--- src/rtl/bypass_ctl.sv ---
module bypass_ctl #(
  parameter int AW = 5
) (
  input  logic [AW-1:0] dec_src_a,
  input  logic [AW-1:0] dec_src_b,
  input  logic          dec_rd_a,
  input  logic          dec_rd_b,
  input  logic [2:0]    ex_kind,
  input  logic [AW-1:0] ex_dst,
  input  logic [2:0]    mem_kind,
  input  logic [AW-1:0] mem_dst,
  input  logic [2:0]    wb_kind,
  input  logic [AW-1:0] wb_dst,
  output logic [1:0]    fwd_a,
  output logic [1:0]    fwd_b,
  output logic          stall
);
  localparam logic [AW-1:0] ZERO = '0;
  localparam logic [AW-1:0] LINK = '1;
  localparam logic [2:0] K_ALU  = 3'd1;
  localparam logic [2:0] K_ALUI = 3'd2;
  localparam logic [2:0] K_LOAD = 3'd3;
  localparam logic [2:0] K_JAL  = 3'd4;
  localparam logic [2:0] K_JALR = 3'd5;
  localparam logic [1:0] SEL_RF  = 2'b00;
  localparam logic [1:0] SEL_EX  = 2'b01;
  localparam logic [1:0] SEL_MEM = 2'b10;
  localparam logic [1:0] SEL_WB  = 2'b11;

  function automatic logic is_link(input logic [2:0] k);
    return k == K_JAL || k == K_JALR;
  endfunction

  function automatic logic writes(input logic [2:0] k);
    return k == K_ALU || k == K_ALUI || k == K_LOAD || is_link(k);
  endfunction

  function automatic logic [AW-1:0] dest(input logic [2:0] k, input logic [AW-1:0] d);
    return is_link(k) ? LINK : d;
  endfunction

  logic [AW-1:0] ex_d, mem_d, wb_d;
  logic ex_fwd, ex_hold, mem_we, wb_we;

  assign ex_d    = dest(ex_kind, ex_dst);
  assign mem_d   = dest(mem_kind, mem_dst);
  assign wb_d    = dest(wb_kind, wb_dst);
  assign ex_fwd  = (ex_kind == K_ALU || ex_kind == K_ALUI) && ex_dst != ZERO;
  assign ex_hold = (ex_kind == K_LOAD && ex_dst != ZERO) || is_link(ex_kind);
  assign mem_we  = writes(mem_kind) && mem_d != ZERO;
  assign wb_we   = writes(wb_kind) && wb_d != ZERO;

  logic [1:0][AW-1:0] src;
  logic [1:0]         rd;
  logic [1:0][1:0]    sel;
  logic [1:0]         hold;

  assign src = {dec_src_b, dec_src_a};
  assign rd  = {dec_rd_b, dec_rd_a};

  for (genvar i = 0; i < 2; i++) begin : g_op
    logic live, hit_e, hit_m, hit_w;
    assign live  = rd[i] && src[i] != ZERO;
    assign hit_e = live && src[i] == ex_d && (ex_fwd || ex_hold);
    assign hit_m = live && src[i] == mem_d && mem_we;
    assign hit_w = live && src[i] == wb_d && wb_we;
    assign sel[i] = hit_e ? (ex_fwd ? SEL_EX : SEL_RF) :
                    hit_m ? SEL_MEM :
                    hit_w ? SEL_WB : SEL_RF;
    assign hold[i] = hit_e && ex_hold;

    always_comb begin
      assert_ex_alu_only_R2: assert (sel[i] != SEL_EX || ex_kind == K_ALU || ex_kind == K_ALUI);
      assert_mem_writer_R3: assert (sel[i] != SEL_MEM || writes(mem_kind));
      assert_wb_writer_R4: assert (sel[i] != SEL_WB || writes(wb_kind));
      assert_zero_src_R6: assert (src[i] != ZERO || (sel[i] == SEL_RF && !hold[i]));
      assert_unread_R7: assert (rd[i] || (sel[i] == SEL_RF && !hold[i]));
      assert_hold_no_bypass_R8: assert (!hold[i] || sel[i] == SEL_RF);
    end
  end

  assign fwd_a = sel[0];
  assign fwd_b = sel[1];
  assign stall = |hold;

  always_comb begin
    assert_stall_cause_R8: assert (!stall || ex_kind == K_LOAD || is_link(ex_kind));
  end
endmodule

--- config.mk ---
export PLATFORM = sky130hd
export DESIGN_NAME = bypass_ctl
export DESIGN_NICKNAME = d
export VERILOG_FILES = /design/src/rtl/bypass_ctl.sv
export SDC_FILE = /design/constraint.sdc
export NUM_CORES = 1
export LEC_CHECK = 0
export BUFFER_PORTS_ARGS = -buffer_cell sky130_fd_sc_hd__buf_2
export CAP_MARGIN = 20
export CELL_PAD_IN_SITES_DETAIL_PLACEMENT = 2
export CELL_PAD_IN_SITES_GLOBAL_PLACEMENT = 2
export CORE_MARGIN = 1.5
export CORE_UTILIZATION = 25
export DETAILED_ROUTE_END_ITERATION = 10
export PLACE_DENSITY_LB_ADDON = 0.1
export SYNTH_ARGS = -nofsm -noshare
export SYNTH_HDL_FRONTEND = slang
export SYNTH_SLANG_ARGS = --single-unit
export TNS_END_PERCENT = 50
--- constraint.sdc ---
create_clock -name vclk -period 3.55
set_input_delay 1.065 -clock vclk [all_inputs]
set_output_delay 1.065 -clock vclk [all_outputs]
set_load 0.005 [all_outputs]
# After elaboration in Yosys (flattened, before gate mapping)
# Cells that the tools add are included.
word_totals:
  reg_bits: 0
  inputBits: 36
  out_inout_bits: 5
  word_cells: 69
op_classes:
  eq_ne: 21
  n_mux: 10
  n_reduce_logical: 38
ops:
  columns: ["operator", "count"]
  rows:
  - ["== test 5 bit", 6]
  - ["nonzero test 5 bit", 5]
  - ["logical AND 1 bit", 20]
  - ["== test 3 x 2 -> 1 bit (second input constant)", 6]
  - ["== test 3 bit (second input constant)", 6]
  - ["2-to-1 mux 5 bit", 3]
  - ["logical OR 1 bit", 12]
  - ["2-to-1 mux 2 bit", 6]
  - ["== test 3 x 1 -> 1 bit (second input constant)", 3]
  - ["OR reduction 2 bit", 1]
  - ["2-to-1 mux 1 bit", 1]

# Depth between registers and ports, before layout
depth:
  word_depth: 9
  mapped_depth: 6

# Worst setup path before layout
# OpenSTA, ideal clock, no wires.
synth_path:
  kind: "input port to output port"
  startpoint: "in dec_src_b[3]"
  endpoint: "out fwd_b[0]"
  arrival_time_ns: 2.349
  required_time_ns: 2.485
  path_slack_ns: 0.136
  cell_stages: 6
  path_cell_list: "buf_4 > or4_4 > o21ai_4 > a21oi_2 > and4_4 > a32o_1"
synth_between:
  elab_chain_cells: 7
  word_cells_on_any_way: 14
  classes_between: "3 x eq/ne; 3 x mux; 8 x reduce/logical"
synth_lines:
  columns: ["item", "line_no", "text"]
  rows:
  - ["start, declared", "5", "input logic [AW-1:0] dec_src_b,"]
  - ["nonzero test 5 bit", "63", "assign live = rd[i] && src[i] != ZERO;"]
  - ["logical AND 1 bit", "63", null]
  - ["logical AND 1 bit (2 in series)", "66", "assign hit_w = live && src[i] == wb_d && wb_we;"]
  - ["2-to-1 mux 2 bit", "69", "hit_w ? SEL_WB : SEL_RF;"]
  - ["2-to-1 mux 2 bit", "68", "hit_m ? SEL_MEM :"]
  - ["2-to-1 mux 2 bit (*)", "67", "assign sel[i] = hit_e ? (ex_fwd ? SEL_EX : SEL_RF) :"]
  - ["end, declared", "15", "output logic [1:0] fwd_b,"]
# Every way passes the cells marked *; elsewhere a longest branch is shown, timed or not.

# Worst setup path in the final report
layout_path:
  startpoint: "in ex_dst[0]"
  endpoint: "out stall"
layout_between:
  elab_chain_cells: 7
  word_cells_on_any_way: 15
  classes_between: "2 x eq/ne; 1 x mux; 12 x reduce/logical"
layout_lines:
  columns: ["item", "line_no", "text"]
  rows:
  - ["start, declared", "9", "input logic [AW-1:0] ex_dst,"]
  - ["nonzero test 5 bit", "48, 49", null]
  - ["logical AND 1 bit", "49", "assign ex_hold = (ex_kind == K_LOAD && ex_dst != ZERO) || is_link(ex_kind);"]
  - ["logical OR 1 bit", "49", null]
  - ["logical OR 1 bit", "64", "assign hit_e = live && src[i] == ex_d && (ex_fwd || ex_hold);"]
  - ["logical AND 1 bit", "64", null]
  - ["logical AND 1 bit", "70", "assign hold[i] = hit_e && ex_hold;"]
  - ["OR reduction 2 bit (*)", "84", "assign stall = |hold;"]
  - ["end, declared", "16", "output logic stall"]
# Marked as above.

==> impl_metrics.csv <==
group,metric,value,unit
outcome,outcome,"finished, violations left",
outcome,failed_checks,"negative setup slack",
global_routing,number_of_global_route_vias_before_repair,1537,
placed_design,numPortBuffers,41,
placed_design,gp_routability_congestion,0.8558,
placed_design,placed_cells,245,
die,die_height,64.51,microns
layout,nClkBuffers,0,
placed_design,preCtsSetupSlack,-0.1214,ns
layout,layout-area-overhead-vs-synth,70.24,%
yosys,synth_top_cells_by_area,"sky130_fd_sc_hd__a21oi_1 11%, sky130_fd_sc_hd__xnor2_1 7.4%, sky130_fd_sc_hd__xor2_1 6.5%",
placed_design,place_hpwl,3.747,mm
route,vias,1414,
power_and_ir_drop,final_power,0.0001963,W
yosys,yosys.area.top_type_share,0.1111,
cts,cts_hold_repair.buffers,0,
sta,slew_violations,0,
yosys,synth-seq-area-share,0,
route,drcViolationCount,0,
layout,register_area,0,sq um
worst_hold_path,min_path_type,"primary input to primary output",
worst_setup_path,worstPathRequired,2.48,ns
sta,tightestPinTransition,0.4615,ns
global_routing,grt_first_pass_wirelength,7.583,mm
global_routing,grt_antenna_before_repair,0,
layout,final_common_cell,"sky130_fd_sc_hd__buf_2",
route,drtIter0Drc,50,
layout,n_fill_cell,433,
sta,layout_min_cycle_time,3.672,ns
power_and_ir_drop,p_leak,0.6704,nW
sta,final-setup-viol-count,4,
layout,antenna-diode-count,0,
die,num_io_pins,41,
route,routed_via_density,5.611,
sta,grt_setup_unrepaired,"true",
yosys,synthDistinctLibCells,43,
worst_setup_path,cp.arrival,2.61,ns
layout,flops_and_latches,0,
sta,fin_ws,-0.1222,ns
yosys,synthesis.area_per_instance,6.615,sq um
worst_setup_path,start_kind,"primary input",
yosys,ys.warnings.count,0,
global_routing,global_route.overflow_total,0,
layout,fin_nets,242,
global_routing,grt_use_total,0.2275,
yosys,synth.cell_area,945.9,sq um
route,total_iterations_of_the_first_detailed_routing_run,4,
worst_setup_path,critical_path_type,"primary input to primary output",
die,floorplan.core_area,3633,sq um
layout,drive_above_1_share,0.5000,
yosys,syn_nets,179,
layout,layout_common_cells,"30 x sky130_fd_sc_hd__buf_2, 27 x sky130_fd_sc_hd__buf_4, 16 x sky130_fd_sc_hd__a21oi_1",
route,drt_wl_total,4.871,mm
die,floorplan.rows,22,
yosys,syn_inst,143,
layout,multi_input_area,1030,sq um
layout,layout.cells.non_filler,252,
worst_setup_path,critical_path.endpoint_type,"primary output",
yosys,synth_top_area_cell,"sky130_fd_sc_hd__a21oi_1",
die,die_area,4162,sq um
worst_setup_path,path_max_fanout,6,
sta,achievable-frequency,0.2723,GHz
sta,hold_slack,2.592,ns
die,die_width,64.51,microns
die,initial_utilization,0.2603,
global_routing,grt_start_max_net_pins,11,
route,detail-route-antenna-nets,0,
sta,report.final.hold_viol_count,0,
power_and_ir_drop,irDropWorstVdd,0.04554,mV
job,maxCapViolations,0,
power_and_ir_drop,power_density,121.9,nW/um^2
route,routed_wire_length_per_instance,19.33,microns
sta,worst_slew_margin_rel,0.6895,
sta,portion_of_the_clock_cycle_consumed_by_the_worst_path_in_the_final_layout,1.034,
## power breakdown
part           internal, W  switching, W  total [W]
sequential               0             0          0
combinational    0.0000971     0.0000992   0.000196
clock                    0             0          0
total            0.0000971     0.0000992   0.000196
## worst max-delay path: stages
cell	delay, ns
sky130_fd_sc_hd__buf_2	0.16
sky130_fd_sc_hd__nor4bb_4	0.31
sky130_fd_sc_hd__a21oi_1	0.09
sky130_fd_sc_hd__o22a_1	0.26
sky130_fd_sc_hd__or3_4	0.37
sky130_fd_sc_hd__a21oi_1	0.21
sky130_fd_sc_hd__buf_2	0.15
## path summary, 6_finish.rpt
check | slack [ns] | from | depth (start not counted) | to
hold / removal | 2.59 | ex_kind[0] | 5 | fwd_a[0]
setup / recovery | -0.12 | ex_dst[0] | 7 | stall
## cell type report
type                       count  area share
tap                           48     0.03730
multi-input combinational    134      0.6395
timing repair buffer          69      0.3209
inverter                       1    0.002331
## synth_stat cells, drive strengths merged, types with 3 or more instances
master / instances
a21oi: 22
and2: 3
and4bb: 3
buf: 4
clkbuf: 4
nand2: 13
nand2b: 7
nand3: 3
nand4: 3
nor2: 11
nor4: 4
nor4bb: 4
o21ai: 4
o22ai: 7
o32ai: 4
or3: 4
or4: 3
xnor2: 8
xor2: 7
## timing repair
action                     4_1_cts  5_1_grt
setup endpoints to repair        4        5
setup buffers                    5        2
pin swaps                       20       10
gates resized for setup         37       22
## per-stage QoR
step                      area (sq um)  utilization  setup TNS, ns
after floorplan                  945.9            -              0
after global placement            1311       0.3609        -0.1668
after detailed placement          1311       0.3609        -0.3755
after CTS                         1494       0.4112        -0.1068
after global routing              1610       0.4432        -0.4788
final                             1610       0.4432        -0.2510
## logic make-up (layout without fill, tap and decap cells)
| logic type | after synthesis | after routing | synth area share |
|---|---|---|---|
| simple gates | 68 | 68 | 0.4352 |
| compound gates | 51 | 51 | 0.3611 |
| buf+inv | 9 | 70 | 0.06481 |
| xor+xnor | 15 | 15 | 0.1389 |
## per-layer routing
layer	wire, microns	GRT usage
met1	2122	0.2823
met2	2561	0.4466
met3	112	0.008681
met4	75	0.01862
met5	0	0
Power figures use the tool's default switching activity.
